**config.mk**
```make
export PLATFORM = sky130hd
export DESIGN_NAME = fb_band_tracker
export DESIGN_NICKNAME = d
export VERILOG_FILES = /design/src/rtl/fbt_pkg.sv /design/src/rtl/fbt_plane_bits.sv /design/src/rtl/fbt_walker.sv /design/src/rtl/fb_band_tracker.sv
export SDC_FILE = /design/constraint.sdc
export NUM_CORES = 1
export LEC_CHECK = 0
export BUFFER_PORTS_ARGS = -buffer_cell sky130_fd_sc_hd__buf_2
export CORE_MARGIN = 8
export CORE_UTILIZATION = 50
export CTS_CLUSTER_DIAMETER = 150
export DETAILED_ROUTE_END_ITERATION = 8
export PLACE_DENSITY = 0.73
export SLEW_MARGIN = 5
export SYNTH_ARGS = -nofsm -noshare
export SYNTH_HDL_FRONTEND = slang
export SYNTH_HIERARCHICAL = 1
export SYNTH_SLANG_ARGS = --single-unit
```
**constraint.sdc**
```tcl
create_clock -name clk -period 3.9 [get_ports clk]
set_clock_uncertainty 0.05 [all_clocks]
set_input_delay 0.39 -clock clk [delete_from_list [all_inputs] [get_ports clk]]
set_output_delay 0.39 -clock clk [all_outputs]
set_load 0.01 [all_outputs]
```
**src/rtl/fbt_pkg.sv**
```systemverilog
package fbt_pkg;

   typedef enum logic [1:0] {
      WK_IDLE  = 2'd0,
      WK_SCAN  = 2'd1,
      WK_EMIT  = 2'd2,
      WK_CLEAR = 2'd3
   } walk_state_e;

   localparam int PLANE_CNT = 3;

endpackage

```
**src/rtl/fbt_plane_bits.sv**
```systemverilog
module fbt_plane_bits #(
   parameter int NUM_BANDS = 16,
   localparam int BW = $clog2(NUM_BANDS)
) (
   input  logic                 clk,
   input  logic                 rst_n,
   input  logic                 set_vld,
   input  logic [BW-1:0]        set_idx,
   input  logic                 set_all,
   input  logic                 clr_vld,
   input  logic [BW-1:0]        clr_lo,
   input  logic [BW-1:0]        clr_hi,
   output logic [NUM_BANDS-1:0] bits
);

   for (genvar i = 0; i < NUM_BANDS; i++) begin : g_bit
      logic in_rng;
      logic hit;

      assign in_rng = (int'(clr_lo) <= i) && (i <= int'(clr_hi));
      assign hit    = set_all || (set_vld && (set_idx == BW'(i)));

      // the range clear takes priority over a set in the same cycle
      always_ff @(posedge clk) begin
         if (!rst_n) begin
            bits[i] <= 1'b0;
         end else if (clr_vld && in_rng) begin
            bits[i] <= 1'b0;
         end else if (hit) begin
            bits[i] <= 1'b1;
         end
      end


      range_clear_chk: assert property (@(posedge clk) disable iff (!rst_n)
         (clr_vld && in_rng) |=> !bits[i]);
   end

endmodule

```
**src/rtl/fbt_walker.sv**
```systemverilog
module fbt_walker
   import fbt_pkg::*;
#(
   parameter int NUM_BANDS      = 16,
   parameter int LINES_PER_BAND = 4,
   localparam int BW          = $clog2(NUM_BANDS),
   localparam int FRAME_LINES = NUM_BANDS * LINES_PER_BAND,
   localparam int LINE_W      = $clog2(FRAME_LINES + 1)
) (
   input  logic                 clk,
   input  logic                 rst_n,
   input  logic                 refresh_req,
   input  logic [NUM_BANDS-1:0] band_dirty,
   output logic                 busy,
   output logic                 rect_valid,
   input  logic                 rect_ready,
   output logic [LINE_W-1:0]    rect_y,
   output logic [LINE_W-1:0]    rect_h,
   output logic                 clr_vld,
   output logic [BW-1:0]        clr_lo,
   output logic [BW-1:0]        clr_hi
);

   walk_state_e   state;
   logic [BW-1:0] ptr;
   logic [BW-1:0] run_start;
   logic          run_open;
   logic          seen_dirty;
   logic          scan_done;

   logic          cur_dirty;
   logic          at_last;
   logic          emit_now;
   logic [BW-1:0] start_sel;
   logic [BW:0]   end_x;

   assign cur_dirty = band_dirty[ptr];
   assign at_last   = (ptr == BW'(NUM_BANDS - 1));
   assign emit_now  = (run_open && !cur_dirty) || (cur_dirty && at_last);
   assign start_sel = run_open ? run_start : ptr;
   assign end_x     = cur_dirty ? ({1'b0, ptr} + 1'b1) : {1'b0, ptr};

   assign busy    = (state != WK_IDLE);
   assign clr_vld = (state == WK_CLEAR) && seen_dirty;

   always_ff @(posedge clk) begin
      if (!rst_n) begin
         state      <= WK_IDLE;
         ptr        <= '0;
         run_start  <= '0;
         run_open   <= 1'b0;
         seen_dirty <= 1'b0;
         scan_done  <= 1'b0;
         clr_lo     <= '0;
         clr_hi     <= '0;
         rect_valid <= 1'b0;
         rect_y     <= '0;
         rect_h     <= '0;
      end else begin
         case (state)
            WK_IDLE: begin
               if (refresh_req) begin
                  state      <= WK_SCAN;
                  ptr        <= '0;
                  run_open   <= 1'b0;
                  seen_dirty <= 1'b0;
                  scan_done  <= 1'b0;
               end
            end
            WK_SCAN: begin
               if (cur_dirty) begin
                  seen_dirty <= 1'b1;
                  clr_hi     <= ptr;
                  if (!seen_dirty) begin
                     clr_lo <= ptr;
                  end
               end
               if (emit_now) begin
                  rect_valid <= 1'b1;
                  rect_y     <= LINE_W'(start_sel) * LINE_W'(LINES_PER_BAND);
                  rect_h     <= LINE_W'(end_x - {1'b0, start_sel}) * LINE_W'(LINES_PER_BAND);
                  run_open   <= 1'b0;
                  scan_done  <= at_last;
                  state      <= WK_EMIT;
               end else begin
                  if (cur_dirty && !run_open) begin
                     run_open  <= 1'b1;
                     run_start <= ptr;
                  end
                  state <= at_last ? WK_CLEAR : WK_SCAN;
               end
               if (!at_last) begin
                  ptr <= ptr + 1'b1;
               end
            end
            WK_EMIT: begin
               if (rect_ready) begin
                  rect_valid <= 1'b0;
                  state      <= scan_done ? WK_CLEAR : WK_SCAN;
               end
            end
            default: begin
               state <= WK_IDLE;
            end
         endcase
      end
   end


   rect_hold_chk: assert property (@(posedge clk) disable iff (!rst_n)
      (rect_valid && !rect_ready) |=> (rect_valid && $stable(rect_y) && $stable(rect_h)));


   rect_fit_chk: assert property (@(posedge clk) disable iff (!rst_n)
      rect_valid |-> ((rect_h != '0) && ((int'(rect_y) + int'(rect_h)) <= FRAME_LINES)));


   idle_quiet_chk: assert property (@(posedge clk) disable iff (!rst_n)
      !busy |-> !rect_valid);


   clear_order_chk: assert property (@(posedge clk) disable iff (!rst_n)
      clr_vld |-> (clr_lo <= clr_hi));


   single_walk_chk: assert property (@(posedge clk) disable iff (!rst_n)
      (busy && $past(busy) && refresh_req) |=> ($past(ptr) <= ptr || !busy || state == WK_EMIT || state == WK_CLEAR));

endmodule

```
**src/rtl/fb_band_tracker.sv**
```systemverilog
module fb_band_tracker
   import fbt_pkg::*;
#(
   parameter int NUM_BANDS      = 16,
   parameter int LINES_PER_BAND = 4,
   parameter int LINE_BYTES     = 1024,
   parameter int ACTIVE_WIDTH   = 1024,
   localparam int BW          = $clog2(NUM_BANDS),
   localparam int BAND_SH     = $clog2(LINES_PER_BAND * LINE_BYTES),
   localparam int IDX_AW      = BW + BAND_SH,
   localparam int DEEP_AW     = IDX_AW + 2,
   localparam int LINE_W      = $clog2(NUM_BANDS * LINES_PER_BAND + 1),
   localparam int WID_W       = $clog2(ACTIVE_WIDTH + 1)
) (
   input  logic               clk,
   input  logic               rst_n,
   input  logic               deep_mode,
   input  logic               invalidate,
   input  logic               idx_wr_vld,
   input  logic [IDX_AW-1:0]  idx_wr_addr,
   input  logic               dir_wr_vld,
   input  logic [DEEP_AW-1:0] dir_wr_addr,
   input  logic               ctl_wr_vld,
   input  logic [DEEP_AW-1:0] ctl_wr_addr,
   input  logic               refresh_req,
   output logic               walk_busy,
   output logic               rect_valid,
   input  logic               rect_ready,
   output logic [LINE_W-1:0]  rect_y,
   output logic [LINE_W-1:0]  rect_h,
   output logic [WID_W-1:0]   rect_w
);

   // elaboration-time parameter checks
   if (NUM_BANDS < 2 || (NUM_BANDS & (NUM_BANDS - 1)) != 0) begin : g_bad_bands
      $error("NUM_BANDS must be a power of two, at least 2");
   end
   if (LINES_PER_BAND < 1 || ((LINES_PER_BAND * LINE_BYTES) & (LINES_PER_BAND * LINE_BYTES - 1)) != 0) begin : g_bad_band_bytes
      $error("LINES_PER_BAND * LINE_BYTES must be a power of two");
   end
   if (ACTIVE_WIDTH < 1 || ACTIVE_WIDTH > LINE_BYTES) begin : g_bad_width
      $error("ACTIVE_WIDTH must lie in 1..LINE_BYTES");
   end

   logic [PLANE_CNT-1:0] pl_set_vld;
   logic [BW-1:0]        pl_set_idx [PLANE_CNT];
   logic [NUM_BANDS-1:0] pl_bits    [PLANE_CNT];
   logic [NUM_BANDS-1:0] any_dirty;
   logic                 clr_vld;
   logic [BW-1:0]        clr_lo;
   logic [BW-1:0]        clr_hi;
   logic                 unused_low_bits;

   // only the band-selecting address bits matter
   assign unused_low_bits = ^{idx_wr_addr[BAND_SH-1:0],
                              dir_wr_addr[BAND_SH+1:0],
                              ctl_wr_addr[BAND_SH+1:0]};

   assign pl_set_vld[0] = idx_wr_vld;
   assign pl_set_idx[0] = idx_wr_addr[IDX_AW-1:BAND_SH];
   assign pl_set_vld[1] = dir_wr_vld && deep_mode;
   assign pl_set_idx[1] = dir_wr_addr[DEEP_AW-1:BAND_SH+2];
   assign pl_set_vld[2] = ctl_wr_vld && deep_mode;
   assign pl_set_idx[2] = ctl_wr_addr[DEEP_AW-1:BAND_SH+2];

   for (genvar p = 0; p < PLANE_CNT; p++) begin : g_plane
      fbt_plane_bits #(
         .NUM_BANDS (NUM_BANDS)
      ) u_bits (
         .clk     (clk),
         .rst_n   (rst_n),
         .set_vld (pl_set_vld[p]),
         .set_idx (pl_set_idx[p]),
         .set_all (invalidate && (p == 0)),
         .clr_vld (clr_vld),
         .clr_lo  (clr_lo),
         .clr_hi  (clr_hi),
         .bits    (pl_bits[p])
      );
   end

   always_comb begin
      any_dirty = '0;
      for (int p = 0; p < PLANE_CNT; p++) begin
         any_dirty = any_dirty | pl_bits[p];
      end
   end

   fbt_walker #(
      .NUM_BANDS      (NUM_BANDS),
      .LINES_PER_BAND (LINES_PER_BAND)
   ) u_walk (
      .clk         (clk),
      .rst_n       (rst_n),
      .refresh_req (refresh_req),
      .band_dirty  (any_dirty),
      .busy        (walk_busy),
      .rect_valid  (rect_valid),
      .rect_ready  (rect_ready),
      .rect_y      (rect_y),
      .rect_h      (rect_h),
      .clr_vld     (clr_vld),
      .clr_lo      (clr_lo),
      .clr_hi      (clr_hi)
   );

   assign rect_w = WID_W'(ACTIVE_WIDTH);


   shallow_ignore_chk: assert property (@(posedge clk) disable iff (!rst_n)
      (!deep_mode && !clr_vld) |=> ((pl_bits[1] == $past(pl_bits[1])) && (pl_bits[2] == $past(pl_bits[2]))));


   invalidate_all_chk: assert property (@(posedge clk) disable iff (!rst_n)
      (invalidate && !clr_vld) |=> (&pl_bits[0]));

endmodule

```
==> metrics.md <==
| Metric | Value |
|---|---|
| Clock latency on the worst-skew pair | 360 ps |
| Critical path's slowest cell | mux4_2 |
| Cell count after synthesis | 555 |
| Die ar. | 0.0130 mm² |
| Post-synthesis average cell area | 8.68 µm² |
| Number of buffers inserted by hold repair at cts | 0 |
| Final-report setup violation count | 0 |
| Register area share after synthesis | 32.8% |
| Final core utilization | 52.7% |
| Cell count of the worst reg-to-reg path | 12 |
| Initial antenna violation count | 0 |
| Highest attainable clock frequency | 283 MHz |
| Max incr delay on CP | 510 ps |
| Hold Path Cell Cnt | 4 |
| Static Leak | 1.93 nW |
| CTS buffer count | 9 |
| GRT Total Usage | 19.0% |
| Filler Cells Inserted | 923 |
| Storage element area | 0.00158 mm² |
| Worst setup slack before clock tree synthesis | 394 ps |
| Worst path required time | 4130 ps |
| Number of remaining DRC errors | 0 |
| Main flop type after synthesis | dfxtp_1 |
| Worst-Margin Slew | 1220 ps |
| Multi-input combinational cell area | 0.00288 mm² |
| Final total negative setup slack | 0 ps |
| Sequence of cells on the critical path | or3_1 -> mux4_2 -> a22oi_4 -> o21ai_1 -> xnor2_1 -> ha_1 -> fa_1 -> inv_1 -> a21o_1 -> a21oi_1 -> mux2_2 -> o22ai_1 |
| Drt first-iter violations | 457 |
| Buffering stage count on the worst path with inverters included | 1 |
| Clock Sink Count | 79 |
| Post-synthesis cell type with the largest combined area | dfxtp_1 |
| Count of non-filler cells in the finished layout | 693 |
| Critical path depth | 12 |
| Post-synthesis async set-or-reset flop share | 0% |
| Layout Nets | 622 |
| Power Dens Cells | 350 mW/mm² |
| Design area | 0.00504 mm² |
| Post-cts gate resize count | 0 |
| Worst Setup End Kind | flop |
| Pre-antenna DRT Iters | 5 |
| Max Fanout on Critical Path | 8 |
| Netlist area before placement | 0.00482 mm² |
| Slew Limit Headroom | 18.7% |
| Number of enable flip-flop cells after synthesis | 0 |
| RSZ-0062 raised after global routing | false |
| Placer congestion estimate | 0.893 |
| Wire length reported by the detailed router | 12.5 mm |
| CTS Buffer Depth | 2 |
| Max-slew violation count | 0 |
| Yosys reg bits | 79 |
| Post-route setup slack | 367 ps |
| Area of the core | 0.00955 mm² |
| CP delay by family, top | compound AO/OA/AOI/OAI gates |
| Max Cap Violations | 0 |
| Top post-synthesis cells by area | dfxtp_1 33%, o311a_1 8.5%, nand2_1 3.8% |
| Worst vdd ir | 0.166 mV |
| CTS tree | yes |
| Type of element launching the critical path | flop |
| Count of nets left with antenna violations after detail routing | 0 |
| Share of Yosys cell area claimed by the top area cell type | 32.8% |
| Starting density of the core | 50.5% |
| Area after DPL | 0.00486 mm² |
| Clock root cell | clkbuf_8 |
| Via count of the first global-routing pass | 3966 |
| Hold WS | 324 ps |
| Number of buffers inserted to repair setup after CTS | 0 |
| # H-tree levels | 3 |
| Share of the cycle needed by the critical path after routing | 90.6% |
| Vias per std cell | 6.27 |
| Top-level port count | 88 |
| Status | completed |
| Path type of the worst min-delay path | in -> reg |
| DP Cell Count | 677 |
| Via count | 4347 |
| Arrival time of the worst setup path | 3760 ps |
| Placement Rows | 36 |
| Post-synthesis cell type count | 58 |
| # port buffers | 31 |
| Remaining global-route overflow | 0 |
| Post-CTS clock slew at the launch and capture registers of the worst setup and hold paths | 80 ps |
| Final Hold Viols | 0 |
| DR WL/cell | 18.0 µm |
| Syn-to-layout area delta | 4.49% |
| Tmin final | 3530 ps |
| Final total power | 1.76 mW |
| Wire length of the first global-routing pass | 19.9 mm |
| Yosys warnings | 6 |
| Proportion of layout cells with a drive suffix above 1 | 13.8% |
| Post-DP HPWL | 8.48 mm |
| Critical path type | reg -> reg |
| Antenna cells | 0 |
| Horizontal extent of the die | 114 µm |
| Pin count of the biggest net entering global routing | 53 |
| Vertical extent of the die | 114 µm |
## path summary, 6_finish.rpt
check / from / endpoint / slack [ps]
worst min register to register: u_walk/rect_h[5] / u_walk/rect_h[5] / 400
worst max-delay path: g_plane[1].u_bits/bits[15] / u_walk/rect_h[6] / 370
worst min-delay path: rect_ready / u_walk/rect_valid / 320
worst max register to register: g_plane[1].u_bits/bits[15] / u_walk/rect_h[6] / 370
## synthesized netlist by cell type, types with 3 or more instances
cell / instances
inv_1: 10
nand2b_1: 9
a31oi_1: 5
ha_1: 5
a21boi_0: 6
clkbuf_1: 18
a21oi_1: 8
nor3_1: 18
and3_1: 6
nand4b_1: 5
nor2b_1: 12
mux2i_1: 17
and2_1: 7
o211ai_1: 8
nand4_1: 11
o21ai_0: 25
o21ai_1: 3
o31ai_1: 4
nand2_1: 49
conb_1: 3
a21o_1: 5
xnor2_1: 3
a32oi_1: 3
buf_2: 19
nand3b_1: 8
nor2_1: 41
buf_4: 17
o311a_1: 41
dfxtp_1: 79
mux2_2: 3
nor3b_1: 8
o211a_1: 3
or3_1: 23
buf_6: 7
mux4_2: 5
o21a_1: 3
o2111ai_1: 5
nand3_1: 22
## worst reg2reg max path, delay by kind of cell (launching register included)
family | cells | cell delay (ps)
AOI/OAI and AO/OA | 5 | 1050
xor gates and xnor gates | 1 | 260
adders and majority gates | 2 | 460
buffers and inverters | 1 | 60
DFF | 1 | 320
muxes | 2 | 860
and+or+nand+nor | 1 | 410
## routing by layer
| layer | GRT usage, % | routed length (µm) | share of wire (%) | vias up |
|---|---|---|---|---|
| li1 | - | - | - | 2045 |
| met1 | 23.8 | 5390 | 43 | 2070 |
| met2 | 30.3 | 5930 | 47 | 198 |
| met3 | 3.53 | 737 | 5.9 | 34 |
| met4 | 10.4 | 433 | 3.5 | 0 |
| met5 | 0 | 0 | 0 | - |
## registers in the layout, indices dropped and copies added (netlist names)
signal               cells
u_walk/run_open          1
u_walk/rect_y            4
u_walk/clr_lo            4
u_walk/rect_valid        1
u_walk/state             2
u_walk/scan_done         1
u_walk/rect_h            5
u_walk/clr_hi            4
u_walk/run_start         4
g_plane.u_bits/bits     48
u_walk/ptr               4
u_walk/seen_dirty        1
## cells by family (layout without fill, tap and decap cells)
group | Yosys count | count (layout) | share of synthesized area, %
xor gates and xnor gates | 3 | 3 | 0.545
DFF | 79 | 79 | 32.8
buffers and inverters | 73 | 63 | 8.64
and+or+nand+nor | 226 | 226 | 24.9
adders and majority gates | 6 | 6 | 1.71
muxes | 28 | 28 | 7.66
other | 3 | 18 | 0.234
AOI/OAI and AO/OA | 137 | 137 | 23.4
## power breakdown
part           internal [mW]  switching [mW]  leakage [nW]
combinational          0.131           0.159          1.18
clock                  0.232           0.321        0.0894
sequential             0.855          0.0625         0.654
total                   1.22           0.543          1.93
## placed cells by master, fill, tap and decap left out, drive strengths merged, types with 8 or more instances in the layout
| master | synthesis | layout |
|---|---|---|
| conb | 3 | 18 |
| o311a | 41 | 41 |
| nor3b | 9 | 9 |
| a21oi | 9 | 9 |
| dfxtp | 79 | 79 |
| nor3 | 18 | 18 |
| o211ai | 11 | 11 |
| or3 | 25 | 25 |
| nand3 | 22 | 22 |
| buf | 43 | 37 |
| clkbuf | 20 | 9 |
| nand4 | 11 | 11 |
| nor2 | 41 | 41 |
| nor2b | 12 | 12 |
| mux2i | 18 | 18 |
| inv | 10 | 11 |
| nand2b | 9 | 9 |
| nand3b | 8 | 8 |
| nand2 | 49 | 49 |
| o21ai | 28 | 28 |
## final cells by class
type / instances / share of cell area, %
Sequential cell: 79 / 31.4
Multi-Input combinational cell: 418 / 57.1
Tap cell: 133 / 3.30
Clock buffer: 9 / 2.46
Clock inverter: 7 / 0.969
Inverter: 10 / 0.745
Timing Repair Buffer: 37 / 3.98
No activity file was read; power rests on OpenSTA's default activity.
